[src/rtl/disp_store_pkg.sv]
package disp_store_pkg;

   // Implementation choice for the display selector.
   typedef enum logic [0:0] {
      VIEW_INDEXED = 1'b0,
      VIEW_ANDOR   = 1'b1
   } view_mux_e;

   // True when n is a power of two and at least two.
   function automatic bit is_pow2(input int unsigned n);
      return (n >= 2) && ((n & (n - 1)) == 0);
   endfunction

endpackage

[src/rtl/lane_decoder.sv]
module lane_decoder #(
   parameter int unsigned NUM_LANES = 4,
   localparam int unsigned SEL_W    = $clog2(NUM_LANES)
) (
   input  logic                 strobe,
   input  logic [SEL_W-1:0]     addr,
   output logic [NUM_LANES-1:0] lane_en
);

   // One enable per lane, asserted only while the strobe is high.
   for (genvar g = 0; g < NUM_LANES; g++) begin : g_dec
      assign lane_en[g] = strobe && (addr == SEL_W'(g));
   end

endmodule

[src/rtl/shift_lane.sv]
module shift_lane #(
   parameter int unsigned LANE_W = 8
) (
   input  logic              clk,
   input  logic              rst,
   input  logic              en,
   input  logic              bit_in,
   output logic [LANE_W-1:0] q
);

   logic [LANE_W-1:0] q_r;

   always_ff @(posedge clk) begin
      if (rst) begin
         q_r <= '0;
      end else if (en) begin
         q_r <= {bit_in, q_r[LANE_W-1:1]};
      end
   end

   assign q = q_r;

endmodule

[src/rtl/frame_tracker.sv]
module frame_tracker #(
   parameter int unsigned NUM_LANES = 4,
   parameter int unsigned LANE_W    = 8,
   localparam int unsigned SEL_W    = $clog2(NUM_LANES),
   localparam int unsigned CNT_W    = $clog2(LANE_W)
) (
   input  logic             clk,
   input  logic             rst,
   input  logic             strobe,
   input  logic [SEL_W-1:0] addr,
   output logic             done
);

   localparam logic [CNT_W-1:0] LAST_BIT = CNT_W'(LANE_W - 1);

   logic [CNT_W-1:0] cnt_r;
   logic [SEL_W-1:0] last_addr_r;
   logic             done_r;
   logic [CNT_W-1:0] base_cnt;
   logic             byte_full;

   // A strobed bit to a new address starts the byte over.
   always_comb begin
      base_cnt  = (addr == last_addr_r) ? cnt_r : '0;
      byte_full = strobe && (base_cnt == LAST_BIT);
   end

   always_ff @(posedge clk) begin
      if (rst) begin
         cnt_r       <= '0;
         last_addr_r <= '0;
         done_r      <= 1'b0;
      end else begin
         done_r <= byte_full;
         if (strobe) begin
            last_addr_r <= addr;
            cnt_r       <= byte_full ? '0 : base_cnt + 1'b1;
         end
      end
   end

   assign done = done_r;

endmodule

[src/rtl/view_mux.sv]
module view_mux
   import disp_store_pkg::*;
#(
   parameter int unsigned NUM_LANES = 4,
   parameter int unsigned LANE_W    = 8,
   parameter view_mux_e   STYLE     = VIEW_ANDOR,
   localparam int unsigned SEL_W    = $clog2(NUM_LANES)
) (
   input  logic [NUM_LANES*LANE_W-1:0] lanes,
   input  logic [SEL_W-1:0]            sel,
   output logic [LANE_W-1:0]           data
);

   if (STYLE == VIEW_INDEXED) begin : g_indexed
      assign data = lanes[sel*LANE_W +: LANE_W];
   end else begin : g_andor
      logic [NUM_LANES-1:0][LANE_W-1:0] masked;
      for (genvar g = 0; g < NUM_LANES; g++) begin : g_mask
         assign masked[g] = (sel == SEL_W'(g)) ? lanes[g*LANE_W +: LANE_W] : '0;
      end
      always_comb begin
         data = '0;
         for (int i = 0; i < NUM_LANES; i++) begin
            data = data | masked[i];
         end
      end
   end

endmodule

[src/rtl/serial_disp_store.sv]
module serial_disp_store
   import disp_store_pkg::*;
#(
   parameter int unsigned NUM_LANES = 4,
   parameter int unsigned LANE_W    = 8,
   parameter view_mux_e   VIEW_MUX  = VIEW_ANDOR,
   localparam int unsigned SEL_W    = $clog2(NUM_LANES)
) (
   input  logic              clk,
   input  logic              rst,
   input  logic              ser_bit,
   input  logic [SEL_W-1:0]  ser_addr,
   input  logic              ser_strobe,
   input  logic [SEL_W-1:0]  view_sel,
   output logic [LANE_W-1:0] view_data,
   output logic              frame_done
);

   // Elaboration-time parameter checks.
   if (!is_pow2(NUM_LANES)) begin : g_bad_lanes
      $error("serial_disp_store: NUM_LANES must be a power of two, at least 2");
   end
   if (LANE_W < 2) begin : g_bad_width
      $error("serial_disp_store: LANE_W must be at least 2");
   end

   logic [NUM_LANES-1:0]        lane_en;
   logic [NUM_LANES*LANE_W-1:0] lane_flat;

   lane_decoder #(
      .NUM_LANES(NUM_LANES)
   ) i_dec (
      .strobe (ser_strobe),
      .addr   (ser_addr),
      .lane_en(lane_en)
   );

   for (genvar g = 0; g < NUM_LANES; g++) begin : g_lane
      shift_lane #(
         .LANE_W(LANE_W)
      ) i_lane (
         .clk   (clk),
         .rst   (rst),
         .en    (lane_en[g]),
         .bit_in(ser_bit),
         .q     (lane_flat[g*LANE_W +: LANE_W])
      );
   end

   frame_tracker #(
      .NUM_LANES(NUM_LANES),
      .LANE_W   (LANE_W)
   ) i_track (
      .clk   (clk),
      .rst   (rst),
      .strobe(ser_strobe),
      .addr  (ser_addr),
      .done  (frame_done)
   );

   view_mux #(
      .NUM_LANES(NUM_LANES),
      .LANE_W   (LANE_W),
      .STYLE    (VIEW_MUX)
   ) i_view (
      .lanes(lane_flat),
      .sel  (view_sel),
      .data (view_data)
   );

endmodule

[config.mk]
export PLATFORM = sky130hd
export DESIGN_NAME = serial_disp_store
export DESIGN_NICKNAME = d
export VERILOG_FILES = /design/src/rtl/disp_store_pkg.sv /design/src/rtl/lane_decoder.sv /design/src/rtl/shift_lane.sv /design/src/rtl/frame_tracker.sv /design/src/rtl/view_mux.sv /design/src/rtl/serial_disp_store.sv
export SDC_FILE = /design/constraint.sdc
export NUM_CORES = 1
export LEC_CHECK = 0
export ABC_AREA = 0
export BUFFER_PORTS_ARGS = -buffer_cell sky130_fd_sc_hd__buf_2
export CAP_MARGIN = 20
export CELL_PAD_IN_SITES_DETAIL_PLACEMENT = 0
export CELL_PAD_IN_SITES_GLOBAL_PLACEMENT = 1
export CORE_MARGIN = 2
export CORE_UTILIZATION = 49
export CTS_CLUSTER_SIZE = 8
export DETAILED_ROUTE_END_ITERATION = 6
export MAX_ROUTING_LAYER = met4
export PLACE_DENSITY = 0.84
export SYNTH_ARGS = -nofsm -noshare
export SYNTH_HDL_FRONTEND = slang
export SYNTH_SLANG_ARGS = --single-unit
export TNS_END_PERCENT = 100
[constraint.sdc]
create_clock -name clk -period 3.4 [get_ports clk]
set_clock_uncertainty 0.1 [all_clocks]
set_input_delay 0.68 -clock clk [delete_from_list [all_inputs] [get_ports clk]]
set_output_delay 0.68 -clock clk [all_outputs]
set_load 0.01 [all_outputs]
# Word-level counts from Yosys, hierarchy flattened
# Index checks and enable logic that the tools add are counted.
dict set report totals {
  input_bits 8
  word_cells 32
  regBits 38
}
dict set report op_classes {
  n_addsub 1
  reduce_logical 7
  n_eq_ne 8
  bitwise 3
  mux 6
}
# cell n
set op_table {}
lappend op_table {{$mux W8} 4}
lappend op_table {{$or A8 B8 Y8} 3}
lappend op_table {{$eq A2 B2 Y1 const B} 4}
lappend op_table {{$mux W3} 2}
lappend op_table {{$logic_and A1 B1 Y1} 5}
lappend op_table {{$eq A2 B1 Y1 const B} 2}
lappend op_table {{$logic_not A2 Y1} 2}
lappend op_table {{$add A3 B1 Y3 const B} 1}
lappend op_table {{$eq A3 B3 Y1 const B} 1}
lappend op_table {{$eq A2 B2 Y1} 1}

# Logic depth before layout (Yosys ltp)
# Gate-level depths: netlist (run 1).
dict set report depth {
  ltp_word 5
  depth_mapped 8
  mapped_depth_nobuf 8
}

# By module
# A second synthesis (run 1) with hierarchy kept.
dict set report unflattened {
  cells_unflattened 148
  area_unflattened_um2 1662.8
}
# mod area_per_inst_um2 seq_area_each_um2 instances cells_per_inst
set by_module_without_submodules {}
lappend by_module_without_submodules {shift_lane 285.3 160.2 4 26}
lappend by_module_without_submodules {frame_tracker 281.5 120.1 1 30}
lappend by_module_without_submodules {view_mux 202.7 0.0 1 10}
lappend by_module_without_submodules {lane_decoder 37.5 0.0 1 4}

# Worst setup path after synthesis (run 1)
# No wires, ideal clock.
dict set report synth_timing {
  path_type {input port to output port}
  start {input port view_sel[0]}
  end {output port view_data[0]}
  t_required_ns 2.620
  setup_slack_ns 1.152
  stages 2
  arrival_time_ns 1.468
  cell_sequence {buf_2 mux4_2}
}
dict set report synth_between {
  elab_chain_len 5
}
# element line_no
set synth_lines {}
lappend synth_lines {{start: declaration} serial_disp_store.sv:14} ;# input logic [SEL_W-1:0] view_sel,
lappend synth_lines {{$eq A2 B1 Y1 / $logic_not A2 Y1 (equally long branches)} view_mux.sv:19} ;# assign masked[g] = (sel == SEL_W'(g)) ? lanes[g*LANE_W +: LANE_W] : '0;
lappend synth_lines {{$mux W8} view_mux.sv:19}
lappend synth_lines {{$or A8 B8 Y8 (2 in series)} view_mux.sv:24} ;# data = data | masked[i];
lappend synth_lines {{$or A8 B8 Y8 (*)} view_mux.sv:24}
lappend synth_lines {{end: declaration} serial_disp_store.sv:15} ;# output logic [LANE_W-1:0] view_data,
# Every way passes the cells marked *; elsewhere a longest branch is shown, timed or not.

# Worst setup path after layout (run 1)
dict set report layout_timing {
  start {input port view_sel[0]}
  end {output port view_data[3]}
}
# The elaborated chain is that of the path after synthesis.

==> results by group, run 1 <==
Critical path
  • Delay-heaviest family, CP: multiplexers
  • Critical path's most frequent cell: buf_2
  • Slowest cell on crit path: mux4_2
  • Crit end category: primary output
  • Critical Path, Cell by Cell: buf_2 > mux4_2 > buf_2
  • CP Launch Type: input pin
  • WP buf/inv: 2
  • Critical path arrival: approximately 1.6 ns
  • Critical Path RT: 2.62 ns
  • Critical path class: in -> out
  • Max stage delay on crit path: ~0.55 ns
  • CP Max Fanout: 8

Global route
  • Vias in the first global route: 992
  • Pin count of the biggest net entering global routing: 39
  • Initial antenna violation count: 0
  • Total track usage: 16.3%
  • Grt ovf: 0
  • First-pass GRT wire length: between 4000 and 5000 um

CTS
  • CTS Root Cell: clkbuf_4
  • CTS tree: yes
  • Post-CTS Setup Repair Bufs: 0
  • Clock Latency Late Sink: 0.32 ns
  • Hold_buf cts: 0
  • Clock slew at the register clock pins of the worst setup and hold paths: 0.10 ns
  • Clock Sinks: 38
  • Total CTS buffers: 5
  • Cts repair resizes: 0
  • Max Root-Sink Buffers: 2
  • H-tree levels: 2

Job
  • Max_cap viols: 0

Final layout
  • Sequential standard cell area: 761 um2
  • Core Util, Final: approximately 57%
  • Fin cells: 205
  • # diodes: 0
  • Area of the multi-input gates: 815 um2
  • Filler Cell Count: roughly 300
  • Final #Nets: 170
  • Finished Cell Area: ~1800 um2
  • Area grow syn2layout: 8.10%
  • Layout cell share with drive strength beyond 1: 21.1%

Power and ir drop
  • Lkg Pwr: 0.845 nW
  • Sw frac: between 20% and 30%
  • P_int: 571 uW
  • Comb pwr share: 6.8%
  • VDD IR max: around 0.28 mV
  • Seq pwr share: around 60%
  • P_sw: 165 uW
  • PD cells: 416 nW/um2
  • Clock power share: 31.6%

Drt
  • Routed vias: roughly 1000
  • DRC Markers: 0
  • 1st-iter DRT viols: 38
  • DR vias/cell: between 5 and 6
  • Pre-antenna DRT Iters: 4
  • Wire length per cell: about 13 um
  • DRT antenna net count: 0
  • Detailed-route wire length: roughly 2700 um

STA
  • Slew headroom: about half
  • Final Slew Violations: 0
  • RSZ-0062 raised after global routing: no
  • Hold Violations, Final: 0
  • Setup violations, final: 0
  • Worst Tran Pin Value: between 0.7 and 0.8 ns
  • Max Fclk: 415 MHz
  • Min Tclk post-route: 2.41 ns
  • Crit share post-route: 70.9%
  • Worst setup margin: 0.988 ns
  • Final TNS setup: 0 ns

Yosys
  • Synth unique cells: 20
  • Synthesis Warnings: 0
  • Synth Instances: ~150
  • #FFs+latches synth: 38
  • Avg Cell Area, Syn: 11.1 um2
  • Post-synthesis sequential area ratio: 46.4%
  • Cell area after synthesis: around 1600 um2
  • Synthesized Nets: 157

Placement
  • Port bufs: 16
  • Placed cell count: 197
  • GPL Wtd Cong: roughly 0.8
  • Placed cell areas: 1710 um2
  • DP Worst Slack: 0.979 ns
  • DP Wirelength: 2000 um

Floorplan
  • Die area: 3820 um2
  • FP Rows: 20
  • Die W: 61.8 um
  • Initial Utilization: roughly 52%
  • Die H: 61.8 um
  • Top-Level Pins: 17
  • Core area: 3130 um2

Outcome
  • Status: completed

Worst hold path
  • Worst min path class: reg -> reg
==> state kept, by name, indices dropped and copies added, names as in the netlist <==
register,cells
g_lane.i_lane.q,32
i_track.cnt_r,3
i_track.last_addr_r,2
i_track.done,1
==> placed cells by master, fill, tap and decap left out <==
| cell | Yosys | final |
|---|---|---|
| mux2i_1 | 34 | 34 |
| nand3_2 | 1 | 1 |
| mux4_2 | 8 | 8 |
| nand2_1 | 1 | 1 |
| nor3b_2 | 1 | 1 |
| nand3b_1 | 2 | 2 |
| dfxtp_1 | 38 | 38 |
| and2_1 | 3 | 3 |
| buf_2 | 2 | 16 |
| nor2b_1 | 3 | 3 |
| ha_1 | 2 | 2 |
| nor2_1 | 38 | 38 |
| a21oi_1 | 2 | 2 |
| clkbuf_4 | 0 | 5 |
| clkbuf_8 | 0 | 1 |
| a311oi_2 | 1 | 1 |
| o21ai_0 | 1 | 1 |
| clkbuf_1 | 3 | 1 |
| clkinv_2 | 0 | 1 |
| xor2_1 | 2 | 2 |
==> cell type report <==
class,count,area share (%)
tap,44,3.11
sequential,38,43.0
clock inverter,1,0.283
timing repair buffer,16,4.52
clock buffer,7,3.11
multi-input combinational,99,46.0
==> power groups by stage <==
stage	clock (mW)	combinational [mW]	sequential, mW
detailed placement	0	0.0512	0.463
floorplan	0	0.0424	0.462
global placement	0	0.0496	0.463
global route	0.268	0.0552	0.454
CTS	0.240	0.0514	0.453
finish	0.232	0.0504	0.453
==> worst reg2reg max path, delay by kind of cell, from the launching register on <==
kind | cells | cell delay (ns)
flops | 1 | 0.37
compound gates | 2 | 0.36
simple gates | 3 | 0.36
xor+xnor | 1 | 0.15
fa+ha+maj | 2 | 0.40
==> per-layer routing <==
metal  wire length, um  track usage [%]  vias up  share of wire [%]
met2              1290             25.6       11                 48
li1                  -                -      529                  -
met5                 0                -        -                  0
met4                35             6.38        0                1.3
met1              1290             20.6      499                 48
met3                60             3.73        5                2.2
==> through the flow <==
stage,power [mW],hold WS (ns)
2_1_floorplan,0.505,0.355
3_3_place_gp,0.513,0.373
3_5_place_dp,0.515,0.384
4_1_cts,0.744,0.410
5_1_grt,0.777,0.447
6_report,0.736,0.400
==> logic make-up after synthesis <==
family,Yosys count,synth area share [%]
compound gates,4,1.83
xor+xnor,2,1.07
fa+ha+maj,2,1.53
buf+inv,10,3.82
flops,38,46.4
mux,42,31.8
simple gates,49,13.5
==> Yosys cell counts <==
cell       n  area share, %
nor3b_2    1           0.76
nand2_1    1           0.23
buf_2      2           0.61
o21ai_0    1           0.31
buf_1      1           0.23
clkbuf_1   3           0.69
ha_1       2            1.5
a21oi_1    2           0.61
mux2i_1   34             21
nand3_2    1           0.61
buf_4      2           0.92
and2_1     3            1.1
buf_6      2            1.4
nor2b_1    3            1.1
nand3b_1   2           0.92
mux4_2     8             11
dfxtp_1   38             46
xor2_1     2            1.1
nor2_1    38            8.7
a311oi_2   1           0.92
==> path summary, 6_finish.rpt <==
check,end,slack [ns],depth (start not counted),start
worst max-delay path,view_data[3],0.99,3,view_sel[0]
worst min-delay path,g_lane[1].i_lane.q[0]$_SDFFE_PP0P_,0.40,2,g_lane[1].i_lane.q[0]$_SDFFE_PP0P_
worst max register to register,i_track.cnt_r[0]$_SDFFE_PP0P_,1.58,8,i_track.last_addr_r[0]$_SDFFE_PP0P_
worst min register to register,g_lane[1].i_lane.q[0]$_SDFFE_PP0P_,0.40,2,g_lane[1].i_lane.q[0]$_SDFFE_PP0P_
Power figures use the tool's default switching activity.
==> run 2: changes to the inputs <==
--- a/config.mk
+++ b/config.mk
@@ -11,11 +11,11 @@
 export CELL_PAD_IN_SITES_DETAIL_PLACEMENT = 0
 export CELL_PAD_IN_SITES_GLOBAL_PLACEMENT = 1
 export CORE_MARGIN = 2
-export CORE_UTILIZATION = 49
+export CORE_UTILIZATION = 41
 export CTS_CLUSTER_SIZE = 8
 export DETAILED_ROUTE_END_ITERATION = 6
 export MAX_ROUTING_LAYER = met4
-export PLACE_DENSITY = 0.84
+export PLACE_DENSITY = 0.76
 export SYNTH_ARGS = -nofsm -noshare
 export SYNTH_HDL_FRONTEND = slang
 export SYNTH_SLANG_ARGS = --single-unit
==> constraint.sdc (replaced) <==
create_clock -name clk -period 2.1 [get_ports clk]
set_clock_uncertainty 0.1 [all_clocks]
set_input_delay 0.42 -clock clk [delete_from_list [all_inputs] [get_ports clk]]
set_output_delay 0.42 -clock clk [all_outputs]
set_load 0.01 [all_outputs]
==> results by group, run 2 (synthesis gave the netlist of run 1 again) <==
Outcome
  • Status: completed

Critical path
  • Critical path arrival: 1.37 ns (-0.26 ns)
  • Max stage delay on crit path: 0.54 ns (about the same)
  • Slowest cell on crit path: mux4_2
  • Critical Path RT: 1.58 ns (-1.04 ns)
  • Reg2Reg Launch Point: i_track.last_addr_r[1]$_SDFFE_PP0P_
  • CP Launch Type: input pin
  • Critical Path, Cell by Cell: buf_2 > mux4_2 > buf_2
  • Crit end category: primary output
  • Critical path class: in -> out
  • R2r worst-path depth: 8 (unchanged)
  • R2r setup slk: 0.33 ns (-1.25 ns)
  • RR Endpoint: i_track.cnt_r[0]$_SDFFE_PP0P_
  • CP Max Fanout: 8 (unchanged)
  • Critical path's most frequent cell: buf_2

Worst hold path
  • HP Start: ser_bit
  • Min-Delay Endpoint: g_lane[3].i_lane.q[7]$_SDFFE_PP0P_
  • Worst hold path cell count: 3 (+1)
  • Worst min path class: in -> reg

Drt
  • Met1 wire length: 1320 um (+2.5%)
  • Met3 wire length: 102 um (+70%)
  • Detailed-route wire length: 2870 um (+7.3%)
  • DR vias/cell: 5.10 (about the same)
  • Top sig layer: met4
  • Pre-antenna DRT Iters: 4 (unchanged)
  • Met2 WL: 1380 um (+7.1%)
  • 1st-iter DRT viols: 61 (+61%)
  • DRT antenna net count: 0 (unchanged)
  • Routed vias: 1065 (+2.0%)
  • DRC Markers: 0 (unchanged)
  • Wire length per cell: 13.7 um (+5.2%)

Placement
  • Placed cell count: 202 (+2.5%)
  • GPL Wtd Cong: 0.710 (-11%)
  • Placed cell areas: 1720 um2 (+0.73%)
  • Port bufs: 16 (unchanged)

Final layout
  • Area grow syn2layout: 10.1%
  • Filler Cell Count: 354 (+17%)
  • Finished Cell Area: 1800 um2 (+1.8%)
  • # diodes: 0 (unchanged)
  • Sequential standard cell area: 761 um2 (unchanged)
  • Area of the multi-input gates: 815 um2 (unchanged)
  • Final #Nets: 171 (+0.59%)
  • Layout cell share with drive strength beyond 1: 21.1% (unchanged)
  • Fin cells: 209 (+2.0%)
  • Max reg flops: 32 (unchanged)
  • Leading cell types in the layout, fill and taps excluded: nor2_1, dfxtp_1, mux2i_1, buf_2, mux4_2

Floorplan
  • Die area: 4520 um2 (+18%)
  • Die W: 67.2 um (+8.7%)
  • Die H: 67.2 um (+8.7%)
  • FP Rows: 22 (+10%)
  • Top-Level Pins: 17 (unchanged)
  • Initial Utilization: 43.8% (-8.6 points)
  • Core area: 3740 um2 (+20%)

STA
  • Worst Tran Pin Value: 0.670 ns (-0.0989 ns)
  • Final Slew Violations: 0 (unchanged)
  • Hold Violations, Final: 0 (unchanged)
  • Slew headroom: 55.3% (+6.8 points)
  • Min Tclk post-route: about 1.9 ns
  • Crit share post-route: roughly nine tenths
  • Max Fclk: 530 MHz
  • Final TNS setup: 0 ns (unchanged)
  • Setup violations, final: 0 (unchanged)
  • RSZ-0062 raised after global routing: no

Power and ir drop
  • VDD IR max: 0.388 mV (+39%)
  • PD cells: 711 nW/um2 (+71%)
  • Lkg Pwr: 0.852 nW (+0.86%)

Global route
  • First-pass GRT wire length: 4800 um (+9.6%)
  • Vias in the first global route: 1019 (+2.7%)
  • Initial antenna violation count: 0 (unchanged)
  • Grt ovf: 0 (unchanged)
  • Pin count of the biggest net entering global routing: 39 (unchanged)
  • Total track usage: 15.3% (-1.1 points)

CTS
  • Total CTS buffers: 5 (unchanged)
  • Clock slew at the register clock pins of the worst setup and hold paths: 0.07 ns (-0.03 ns)
  • CTS tree: yes
  • Post-CTS Setup Repair Bufs: 0 (unchanged)
  • Cts repair resizes: 0 (unchanged)
  • H-tree levels: 2 (unchanged)
  • Hold_buf cts: 0 (unchanged)
  • CTS Root Cell: clkbuf_8
  • Max Root-Sink Buffers: 2 (unchanged)
  • Clock Latency Late Sink: 0.29 ns (-0.03 ns)
  • Clock Sinks: 38 (unchanged)

Job
  • Max_cap viols: 0 (unchanged)
## run 2: worst max-delay path: cells and delay by family
family | cells | cell delay [ns]
mux | 1 | 0.54
buf+inv | 2 | 0.40
## run 2: how the worst max path moves through the flow
stage | start | endpoint | slack, ns | cells after the start
3_5_place_dp | ser_addr[1] | i_track.cnt_r[0]$_SDFFE_PP0P_ | 0.08 | 9
4_1_cts | view_sel[0] | view_data[1] | 0.20 | 3
3_3_place_gp | ser_addr[1] | i_track.cnt_r[0]$_SDFFE_PP0P_ | 0.17 | 9
2_1_floorplan | view_sel[0] | view_data[0] | 0.37 | 2
5_1_grt | view_sel[0] | view_data[5] | 0.16 | 3
6_report | view_sel[0] | view_data[1] | 0.21 | 3
## run 2: final cells by class
cell class                 instances  share of cell area (%)
sequential                        38                    42.2
clock buffer                       6                    4.02
timing repair buffer              17                    4.86
multi-input combinational         99                    45.2
clock inverter                     1                   0.416
tap                               48                    3.33
## run 2: where the power goes
group	leakage [nW]	internal, mW	total (mW)	switching [mW]
Combinational	0.508	0.0347	0.0838	0.0491
Clock	0.0373	0.227	0.465	0.238
Sequential	0.307	0.728	0.734	0.00551
Total	0.852	0.990	1.28	0.293
## run 2: layer usage
metal,track usage [%],vias up
li1,-,535
met1,17.9,507
met2,23.9,16
met3,4.00,7
met4,8.42,0
met5,-,-
## run 2: stage by stage
| step | util (%) | worst slack (ns) | hold WS, ns | power, mW |
|---|---|---|---|---|
| final | 48.2 | 0.213 | 0.341 | 1.28 |
| after global routing | 48.2 | 0.157 | 0.366 | 1.35 |
| after CTS | 48.2 | 0.200 | 0.330 | 1.30 |
| after detailed placement | 46.0 | 0.0812 | 0.384 | 0.834 |
| after global placement | 46.0 | 0.170 | 0.370 | 0.830 |
| after floorplan | - | 0.372 | 0.355 | 0.817 |
